[config.mk]
export PLATFORM = sky130hd
export DESIGN_NAME = ecc_page_report
export DESIGN_NICKNAME = d
export VERILOG_FILES = /design/src/rtl/ecc_agg_pkg.sv /design/src/rtl/ecc_cnt_sat.sv /design/src/rtl/ecc_head_slot.sv /design/src/rtl/ecc_tail_fold.sv /design/src/rtl/ecc_page_result.sv /design/src/rtl/ecc_page_report.sv
export SDC_FILE = /design/constraint.sdc
export NUM_CORES = 1
export LEC_CHECK = 0
export ABC_AREA = 1
export CAP_MARGIN = 20
export CORE_UTILIZATION = 50
export DETAILED_ROUTE_END_ITERATION = 10
export HOLD_SLACK_MARGIN = 0.03
export PLACE_DENSITY = 0.79
export SYNTH_ARGS = -nofsm -noshare
export SYNTH_HDL_FRONTEND = slang
export SYNTH_SLANG_ARGS = --single-unit
[constraint.sdc]
create_clock -name clk_i -period 3.8 [get_ports clk_i]
set_input_delay 0.76 -clock clk_i [delete_from_list [all_inputs] [get_ports clk_i]]
set_output_delay 0.76 -clock clk_i [all_outputs]
set_load 0.05 [all_outputs]
[src/rtl/ecc_agg_pkg.sv]
package ecc_agg_pkg;
  localparam int REP_CNT_W = 6;
  localparam int REP_W     = 16;
  localparam int SAT_MAX   = (1 << REP_CNT_W) - 1;

  function automatic logic [REP_CNT_W-1:0] cnt_max(input logic [REP_CNT_W-1:0] a,
                                                  input logic [REP_CNT_W-1:0] b);
    return (a > b) ? a : b;
  endfunction
endpackage

[src/rtl/ecc_cnt_sat.sv]
module ecc_cnt_sat import ecc_agg_pkg::*; #(
  parameter int IN_W = 8
) (
  input  logic [IN_W-1:0]      cnt_i,
  output logic [REP_CNT_W-1:0] cnt_o
);
  generate
    if (IN_W <= REP_CNT_W) begin : g_narrow
      assign cnt_o = REP_CNT_W'(cnt_i);
    end else begin : g_wide
      logic over;
      assign over  = |cnt_i[IN_W-1:REP_CNT_W];
      assign cnt_o = over ? REP_CNT_W'(SAT_MAX) : cnt_i[REP_CNT_W-1:0];
    end
  endgenerate
endmodule

[src/rtl/ecc_head_slot.sv]
module ecc_head_slot import ecc_agg_pkg::*; #(
  parameter int IN_W = 8
) (
  input  logic                 clk_i,
  input  logic                 rst_ni,
  input  logic                 load_i,
  input  logic                 ok_i,
  input  logic [IN_W-1:0]      cnt_raw_i,
  input  logic [REP_CNT_W-1:0] cnt_i,
  output logic                 ok_n_o,
  output logic [REP_CNT_W-1:0] cnt_n_o
);
  logic                 ok_q;
  logic [REP_CNT_W-1:0] cnt_q;

  assign ok_n_o  = load_i ? ok_i  : ok_q;
  assign cnt_n_o = load_i ? cnt_i : cnt_q;

  always_ff @(posedge clk_i or negedge rst_ni) begin
    if (!rst_ni) begin
      ok_q  <= 1'b0;
      cnt_q <= '0;
    end else begin
      ok_q  <= ok_n_o;
      cnt_q <= cnt_n_o;
    end
  end

  assert_head_sat_R4: assert property (@(posedge clk_i) disable iff (!rst_ni)
    (load_i && (int'(cnt_raw_i) > SAT_MAX)) |=> (int'(cnt_q) == SAT_MAX));
endmodule

[src/rtl/ecc_tail_fold.sv]
module ecc_tail_fold import ecc_agg_pkg::*; (
  input  logic                 clk_i,
  input  logic                 rst_ni,
  input  logic                 valid_i,
  input  logic                 first_i,
  input  logic                 ok_i,
  input  logic                 erased_i,
  input  logic [REP_CNT_W-1:0] cnt_i,
  output logic                 ok_n_o,
  output logic [REP_CNT_W-1:0] max_n_o,
  output logic                 erased_n_o
);
  logic                 ok_q;
  logic [REP_CNT_W-1:0] max_q;
  logic                 erased_q;

  always_comb begin
    ok_n_o     = ok_q;
    max_n_o    = max_q;
    erased_n_o = erased_q;
    if (valid_i) begin
      if (first_i) begin
        ok_n_o     = 1'b1;
        max_n_o    = '0;
        erased_n_o = erased_i;
      end else begin
        ok_n_o     = ok_q & ok_i;
        max_n_o    = cnt_max(max_q, cnt_i);
        erased_n_o = erased_q & erased_i;
      end
    end
  end

  always_ff @(posedge clk_i or negedge rst_ni) begin
    if (!rst_ni) begin
      ok_q     <= 1'b1;
      max_q    <= '0;
      erased_q <= 1'b0;
    end else begin
      ok_q     <= ok_n_o;
      max_q    <= max_n_o;
      erased_q <= erased_n_o;
    end
  end

  assert_tail_ok_sticky_R3: assert property (@(posedge clk_i) disable iff (!rst_ni)
    (valid_i && !first_i && !ok_i) |=> !ok_q);
  assert_tail_restart_R9: assert property (@(posedge clk_i) disable iff (!rst_ni)
    (valid_i && first_i) |=> (ok_q && max_q == '0));
endmodule

[src/rtl/ecc_page_result.sv]
module ecc_page_result import ecc_agg_pkg::*; (
  input  logic                 clk_i,
  input  logic                 rst_ni,
  input  logic                 load_i,
  input  logic                 head_ok_i,
  input  logic [REP_CNT_W-1:0] head_cnt_i,
  input  logic                 tail_ok_i,
  input  logic [REP_CNT_W-1:0] tail_max_i,
  input  logic                 erased_i,
  output logic [REP_W-1:0]     report_o,
  output logic                 empty_o,
  output logic                 fail_o,
  output logic [REP_CNT_W-1:0] max_o,
  output logic                 done_o
);
  logic                 bad;
  logic [REP_CNT_W-1:0] worst;

  assign bad   = !(head_ok_i && tail_ok_i);
  assign worst = cnt_max(head_cnt_i, tail_max_i);

  always_ff @(posedge clk_i or negedge rst_ni) begin
    if (!rst_ni) begin
      report_o <= '0;
      empty_o  <= 1'b0;
      fail_o   <= 1'b0;
      max_o    <= '0;
      done_o   <= 1'b0;
    end else begin
      done_o <= load_i;
      if (load_i) begin
        report_o <= {tail_ok_i, 1'b0, tail_max_i, head_ok_i, 1'b0, head_cnt_i};
        empty_o  <= erased_i;
        fail_o   <= !erased_i && bad;
        max_o    <= (erased_i || bad) ? '0 : worst;
      end
    end
  end

  assert_fail_zero_R6: assert property (@(posedge clk_i) disable iff (!rst_ni)
    fail_o |-> (max_o == '0));
  assert_empty_clean_R5: assert property (@(posedge clk_i) disable iff (!rst_ni)
    empty_o |-> (!fail_o && max_o == '0));
  assert_done_follows_R8: assert property (@(posedge clk_i) disable iff (!rst_ni)
    load_i |=> done_o);
  assert_hold_R8: assert property (@(posedge clk_i) disable iff (!rst_ni)
    !done_o |-> ($stable(report_o) && $stable(fail_o) && $stable(empty_o) && $stable(max_o)));
  assert_max_bound_R7: assert property (@(posedge clk_i) disable iff (!rst_ni)
    (done_o && !fail_o && !empty_o) |-> (max_o >= report_o[5:0] && max_o >= report_o[13:8]));
endmodule

[src/rtl/ecc_page_report.sv]
module ecc_page_report import ecc_agg_pkg::*; #(
  parameter int IDX_W    = 4,
  parameter int CNT_IN_W = 8
) (
  input  logic                 clk_i,
  input  logic                 rst_ni,
  input  logic                 pkt_valid_i,
  input  logic [IDX_W-1:0]     pkt_idx_i,
  input  logic                 pkt_last_i,
  input  logic                 pkt_ok_i,
  input  logic                 pkt_erased_i,
  input  logic [CNT_IN_W-1:0]  pkt_cnt_i,
  output logic [REP_W-1:0]     report_o,
  output logic                 page_empty_o,
  output logic                 page_fail_o,
  output logic [REP_CNT_W-1:0] page_max_o,
  output logic                 done_o
);
  logic                 first;
  logic                 head_load;
  logic                 page_end;
  logic [REP_CNT_W-1:0] cnt_sat;
  logic                 head_ok_n, tail_ok_n, erased_n;
  logic [REP_CNT_W-1:0] head_cnt_n, tail_max_n;

  assign first     = (pkt_idx_i == '0);
  assign head_load = pkt_valid_i && first;
  assign page_end  = pkt_valid_i && pkt_last_i;

  ecc_cnt_sat #(.IN_W(CNT_IN_W)) u_sat (
    .cnt_i (pkt_cnt_i),
    .cnt_o (cnt_sat)
  );

  ecc_head_slot #(.IN_W(CNT_IN_W)) u_head (
    .clk_i     (clk_i),
    .rst_ni    (rst_ni),
    .load_i    (head_load),
    .ok_i      (pkt_ok_i),
    .cnt_raw_i (pkt_cnt_i),
    .cnt_i     (cnt_sat),
    .ok_n_o    (head_ok_n),
    .cnt_n_o   (head_cnt_n)
  );

  ecc_tail_fold u_tail (
    .clk_i      (clk_i),
    .rst_ni     (rst_ni),
    .valid_i    (pkt_valid_i),
    .first_i    (first),
    .ok_i       (pkt_ok_i),
    .erased_i   (pkt_erased_i),
    .cnt_i      (cnt_sat),
    .ok_n_o     (tail_ok_n),
    .max_n_o    (tail_max_n),
    .erased_n_o (erased_n)
  );

  ecc_page_result u_res (
    .clk_i      (clk_i),
    .rst_ni     (rst_ni),
    .load_i     (page_end),
    .head_ok_i  (head_ok_n),
    .head_cnt_i (head_cnt_n),
    .tail_ok_i  (tail_ok_n),
    .tail_max_i (tail_max_n),
    .erased_i   (erased_n),
    .report_o   (report_o),
    .empty_o    (page_empty_o),
    .fail_o     (page_fail_o),
    .max_o      (page_max_o),
    .done_o     (done_o)
  );

  assert_single_page_R10: assert property (@(posedge clk_i) disable iff (!rst_ni)
    (pkt_valid_i && first && pkt_last_i) |=> (report_o[15:8] == 8'h80));
endmodule

==> reports/qor.txt, run 1 <==
# hold bufs at CTS = 0
leakage power = 0.00139 uW
Worst Path Arrival = 3.75 ns
Avg Cell Area, Syn = 8.61 um2
crit path max fanout = 7
diodes inserted = 0
reg-to-reg startpoint = u_tail.max_q[1]
Final Worst Setup Slack = 0.233 ns
Slew Limit Fails = 0
clock latency on the worst-skew pair = 0.30 ns
Starting DRT DRC Count = 115
Final #Nets = 324
slowest stage delay, CP = 0.47 ns
vias in the first global route = 1732
worst slew pin tran = 0.543 ns
Worst slew margin = 63.4%
Psw = 585 uW
Pwr per Cell Area = 566 nW/um2
CTS sink cnt = 38
register area share after synthesis = 47.4%
final hold violations = 0
Max Clk Rate = 0.280 GHz
Placed Area = 2610 um2
Tightest Hold Check Type = reg2reg
first-pass iteration count of the detailed router = 4
DRC errors left = 0
die area = 4270 um2
clock transition at the registers of the reported paths = 0.07 ns
Die Ht = 65.4 um
Hold Worst Slack = 0.479 ns
first-pass GRT wire length = 7490 um
Vias = 1764
Register-to-Register Path Depth = 19
GPL Wtd Cong = 0.874
asr flop ratio synth = 100%
Cell variety after synth = 33
share of cells above drive strength 1 = 20.1%
area of the multi-input gates = 903 um2
# Max-Cap Violations = 0
# rows = 22
Core Util, Final = 73.8%
Hold Path Depth = 2
WP data required = 3.98 ns
Final period util = 93.9%
Buf/Inv on CP = 5
Clock power frac = 26.1%
Detailed Place HPWL = 3310 um
Seq pwr share = 32.3%
final setup fails = 0
number of fill cells = 287
Int Power = 979 uW
status = finished, final reports clean
Worst path slowest cell = clkdlybuf4s50_1
worst r2r dst = u_res.max_o[3]
YS warnings = 0
Syn Std Cell Area = 2010 um2
pre-CTS WS = -0.186 ns
CP Launch Type = input pin
peak supply drop = 0.537 mV
total CTS buffers = 5
htree depth = 2
Storage cell area = 952 um2
R2R Setup Slk = 1.00 ns
Die W = 65.4 um
Core Footprint = 3740 um2
Crit path max-delay family = simple AND/OR/NAND/NOR gates
starting density of the core = 53.6%
worst path cell trace = clkdlybuf4s50_1 -> inv_1 -> nand2_2 -> nor2_1 -> ha_1 -> inv_1 -> o21bai_1 -> nand3_1 -> nand2_1 -> nand2_2 -> a21oi_1 -> o211ai_1 -> o21ai_1 -> inv_1 -> ha_1 -> and3_1 -> buf_4 -> nand4_4 -> nand2_4 -> nand2_4 -> nand2_1 -> nand3_1 -> nand2_1
Port Buf Inserts = 40
Post-synth top cells = 52 x nand2_1, 37 x dfrtp_1, 30 x inv_1, 23 x o21ai_0, 17 x nand3_1
total power = 1560 uW
clock skew = 0.0119 ns
Global Route Usage Sum = 23.3%
CTS tree = yes
WL/cell = 12.4 um
Post-synth top flop = dfrtp_1
largest net degree at the start of global routing = 39
dominant cell type by area after synthesis = dfrtp_1
top-count cell post-synth = nand2_1
initial antenna violation count = 0
critical path capture point type = flip-flop
ranking of synthesized cells by area = dfrtp_1 46%, nand2_1 9.7%, o21ai_0 5.7%
drt total wl = 4290 um
root buf cell = clkbuf_8
min-delay src = u_res.max_o[5]
Remaining Overflow, GRT = 0
WS Path Type = in2reg
combinational fraction of design power = 41.6%
area share of the largest cell type after synthesis = 46.1%
post-route ant nets = 0
switching part of the total = 37.4%
post-layout minimum cycle time = 3.57 ns
via density per instance = 5.08
Synth Register Bits = 38
Hold EP = u_res.max_o[5]
Max clock buf depth = 2
number of enable flip-flop cells after synthesis = 0
Area Growth Syn to Fin = 37.7%
Design Area, Final = 2760 um2
Post-Synthesis Cells = 233
IO Pins = 43
-- cells by family (layout without fill, tap and decap cells) --
| kind of cell | count (synthesis) | after routing | share of synthesized area [%] |
|---|---|---|---|
| and+or+nand+nor | 105 | 105 | 28.2 |
| buffers and inverters | 42 | 107 | 8.23 |
| AOI/OAI and AO/OA | 39 | 39 | 10.9 |
| DFF | 38 | 38 | 47.4 |
| adders and majority gates | 8 | 8 | 4.99 |
| other | 1 | 2 | 0.187 |
-- cell type report --
| type | instances | share of cell area [%] |
|---|---|---|
| repair buffers | 63 | 20.8 |
| well taps | 48 | 2.17 |
| inverters | 36 | 4.89 |
| flip-flops and latches | 38 | 34.4 |
| clock buffers | 5 | 2.49 |
| multi-input cells | 154 | 32.7 |
| clock inverters | 3 | 2.49 |
-- metrics by stage --
| step | setup TNS, ns | std cells |
|---|---|---|
| detailed placement | -1.06 | 338 |
| floorplan | 0 | 234 |
| global route | -0.0784 | 347 |
| finish | 0 | 347 |
| CTS | 0 | 346 |
| global placement | -0.638 | 338 |
-- placed cells by master (no fill, tap or decap) --
master           Yosys  final
clkinv_4             0      1
a211o_1              2      2
o21bai_1             3      3
nor2_4               1      1
o211ai_1             1      1
dfstp_2              1      1
a21oi_1              6      6
nand3_2              1      1
nor2_1              13     12
nor2_2               2      3
nand2_1             52     51
clkbuf_8             0      5
dfrtp_1             37     37
ha_1                 8      8
nand4_4              2      2
inv_2                6      6
bufinv_16            0      2
buf_4                2     23
o21ai_0             23     22
nand4_2              1      1
o22ai_1              1      1
dlymetal6s2s_1       0      1
a21o_1               1      1
and3_1               1      1
nand3_1             17     17
clkdlybuf4s50_1      0     39
a211oi_2             0      1
nand4_1              1      1
conb_1               1      2
nor4_4               1      1
nor3_1               2      2
o21ai_1              1      2
or2_2                2      2
nand3_4              1      1
inv_1               30     30
nand2_2              3      4
nand2_4              5      5
-- power by group through the flow --
stage	sequential, uW	clock, uW	combinational [uW]
after floorplan	643	0	286
after global placement	513	0	626
after detailed placement	514	0	640
after CTS	506	416	643
after global routing	513	430	711
final	505	408	651
-- worst reg2reg max path: stages, from the launching register on --
cell      delay, ns
dfrtp_1        0.38
ha_1           0.31
inv_1          0.05
o21bai_1       0.14
nand3_1        0.10
nand2_1        0.09
nand2_2        0.08
a21oi_1        0.15
o211ai_1       0.12
o21ai_1        0.12
inv_1          0.08
ha_1           0.29
and3_1         0.20
buf_4          0.16
nand4_4        0.10
nand2_4        0.08
nand2_4        0.09
nand2_1        0.05
nand3_1        0.06
nand2_1        0.05
-- registers in the layout, summed over array words and instances (netlist names) --
| register | cells |
|---|---|
| u_head.ok_q | 1 |
| u_res.max_o | 6 |
| u_tail.max_q | 6 |
| u_res.report_o | 14 |
| u_tail.erased_q | 1 |
| u_head.cnt_q | 6 |
| u_res.fail_o | 1 |
| u_tail.ok_q | 1 |
| u_res.done_o | 1 |
| u_res.empty_o | 1 |
-- routing by layer --
metal	wire, um	global-route usage [%]	up-vias
met5	0	0	-
met4	99	9.51	0
met3	191	5.56	9
met2	2050	38.1	47
met1	1950	29.5	835
li1	-	-	873
-- how the worst max path moves through the flow --
stage | startpoint | to | slack [ns] | cells after the start
global route | pkt_cnt_i[6] | u_res.max_o[5] | -0.03 | 25
global placement | pkt_cnt_i[7] | u_res.max_o[3] | -0.12 | 24
finish | pkt_cnt_i[6] | u_res.max_o[3] | 0.23 | 23
detailed placement | pkt_cnt_i[7] | u_res.max_o[5] | -0.19 | 23
floorplan | pkt_cnt_i[6] | u_res.max_o[0] | 0.52 | 22
CTS | pkt_cnt_i[7] | u_res.max_o[5] | 0.12 | 23
-- what timing repair did --
item / CTS / global route
gates resized for setup: 0 / 5
setup endpoints to repair: 0 / 6
buffers inserted: 0 / 1
Power figures use the tool's default switching activity.
==> run 2: changes to the inputs <==
GPL_TIMING_DRIVEN = 0   (was default)
clock period = 3.95 ns   (was 3.8 ns; I/O delays follow)
==> run 2 against run 1 <==
Effect of this change: clock-buffer cell count increased by 2; sequential cell count stayed put; clock skew shrank 0.0052 ns; final cell count down 4.3%; critical endpoint is now u_res.max_o[4].
==> reports/qor.txt, run 2 (same netlist as run 1, synthesis figures left out) <==
CTS tree = yes
starting density of the core = 53.6%
Max clock buf depth = 2
clock latency on the worst-skew pair = 0.29 ns
Int Power = 777 uW
Max Clk Rate = 0.271 GHz
Reg with most FFs = u_res.report_o
# rows = 22
most common cell after layout, fill and taps aside = nand2_1
post-route ant nets = 0
DRC errors left = 0
Core Footprint = 3740 um2
Storage cell area = 952 um2
via density per instance = 5.13
GR Util met3 = 6.94%
Final period util = 93.5%
Register-to-Register Path Depth = 18
leakage power = 0.00129 uW
worst path cell trace = clkdlybuf4s50_1 -> inv_2 -> nor2_2 -> clkbuf_1 -> nand2_1 -> o21ai_0 -> inv_1 -> ha_1 -> and3_4 -> nand3_1 -> nand2_1 -> inv_2 -> nand2_4 -> nand2_4 -> nand2_1 -> nand3_1 -> nand2_1
first-pass GRT wire length = 7400 um
initial antenna violation count = 0
Tightest Hold Check Type = reg2reg
drt total wl = 4340 um
Crit path top cell by count = nand2_1
Die W = 65.4 um
Slew Limit Fails = 0
CP Launch Type = input pin
slowest stage delay, CP = 0.62 ns
post-layout minimum cycle time = 3.69 ns
peak supply drop = 0.276 mV
CTS sink cnt = 38
diodes inserted = 0
die area = 4270 um2
Pwr per Cell Area = 511 nW/um2
Seq pwr share = 36.8%
switching part of the total = 41.3%
first-pass iteration count of the detailed router = 4
largest net degree at the start of global routing = 39
# Max-Cap Violations = 0
crit path max fanout = 10
root buf cell = clkbuf_8
WS Path Type = in2reg
GR met2 Demand/Resource = 39.0%
Worst path slowest cell = clkdlybuf4s50_1
status = finished, final reports clean
final setup fails = 0
clock skew = 0.00672 ns
clock transition at the registers of the reported paths = 0.07 ns
Port Buf Inserts = 40
total power = 1320 uW
Hold Worst Slack = 0.481 ns
IO Pins = 43
Global Route Usage Sum = 23.2%
htree depth = 2
gr busiest metal = met2
WL/cell = 13.1 um
Starting DRT DRC Count = 90
most frequent cells in the layout = 51 x nand2_1, 37 x clkdlybuf4s50_1, 37 x dfrtp_1, 30 x inv_1, 22 x o21ai_0
Area Growth Syn to Fin = 29.2%
max reg flops = 14
Psw = 547 uW
share of cells above drive strength 1 = 15.1%
vias in the first global route = 1665
Final #Nets = 310
critical path capture point type = flip-flop
Detailed Place HPWL = 3160 um
GPL Wtd Cong = 0.853
area of the multi-input gates = 916 um2
Worst slew margin = 43.8%
Hold Path Depth = 2
worst slew pin tran = 0.843 ns
GR Util met1 = 28.2%
Clock power frac = 18.8%
Remaining Overflow, GRT = 0
Worst Path Arrival = 3.92 ns
Die Ht = 65.4 um
WP data required = 4.18 ns
number of fill cells = 316
combinational fraction of design power = 44.5%
final hold violations = 0
total CTS buffers = 5
Vias = 1704
==> run 2: cell count changes in the layout (fill, tap and decap cells not counted), moves of 2 or more <==
cell / delta
clkdlybuf4s50_1: -2
a21oi_2: +2
a21oi_1: -2
bufinv_16: -2
clkbuf_1: +6
buf_4: -18
==> run 2: worst paths after layout <==
check	from	end	slack (ns)
min	u_res.max_o[5]	u_res.max_o[5]	0.48
min in group asynchronous	rst_ni	u_res.report_o[12]	0.60
max reg2reg	u_tail.max_q[5]	u_res.max_o[4]	0.94
max in group asynchronous	rst_ni	u_head.cnt_q[1]	2.82
max	pkt_valid_i	u_res.max_o[4]	0.26
min reg2reg	u_res.max_o[5]	u_res.max_o[5]	0.48
==> run 2: per-layer routing <==
metal | vias to the layer above | wire (um)
met4 | 0 | 93
li1 | 849 | -
met2 | 34 | 2090
met3 | 13 | 170
met1 | 808 | 1990
met5 | - | 0
==> run 2: final cells by class <==
cell class / instances / area share (%)
Tap cell: 48 / 2.32
Multi-Input combinational cell: 154 / 35.3
Inverter: 36 / 5.21
Clock buffer: 7 / 2.94
Buffer: 6 / 1.16
Sequential cell: 38 / 36.7
Timing Repair Buffer: 43 / 16.3
==> run 2: timing repair <==
action | 4_1_cts | 5_1_grt
cloned | 0 | 0
buffers inserted | 0 | 3
resized for setup | 2 | 8
pin swaps | 0 | 2
setup endpoints to repair | 6 | 6
hold buffers | 0 | 0
==> run 2: power by group through the flow <==
stage | sequential (uW) | clock, uW | combinational [uW]
floorplan | 619 | 0 | 275
global placement | 493 | 0 | 551
detailed placement | 493 | 0 | 563
CTS | 487 | 252 | 571
global route | 495 | 266 | 641
finish | 487 | 248 | 589
==> run 2: critical path: cells and delay by family <==
family | cells | cell delay, ns
simple gates | 10 | 1.28
compound gates | 1 | 0.20
fa+ha+maj | 1 | 0.35
buf+inv | 5 | 1.29
==> run 2: metrics by stage <==
step | area (um2) | worst slack (ns) | util (%) | std cells | TNS, ns
3_5_place_dp | 2470 | -0.300 | 65.9 | 322 | -1.75
2_1_floorplan | 2010 | 0.636 | - | 234 | 0
4_1_cts | 2550 | 0.0312 | 68.1 | 329 | 0
6_report | 2590 | 0.255 | 69.3 | 332 | 0
5_1_grt | 2590 | -0.00490 | 69.3 | 332 | -0.00667
3_3_place_gp | 2470 | -0.264 | 66.0 | 322 | -1.55
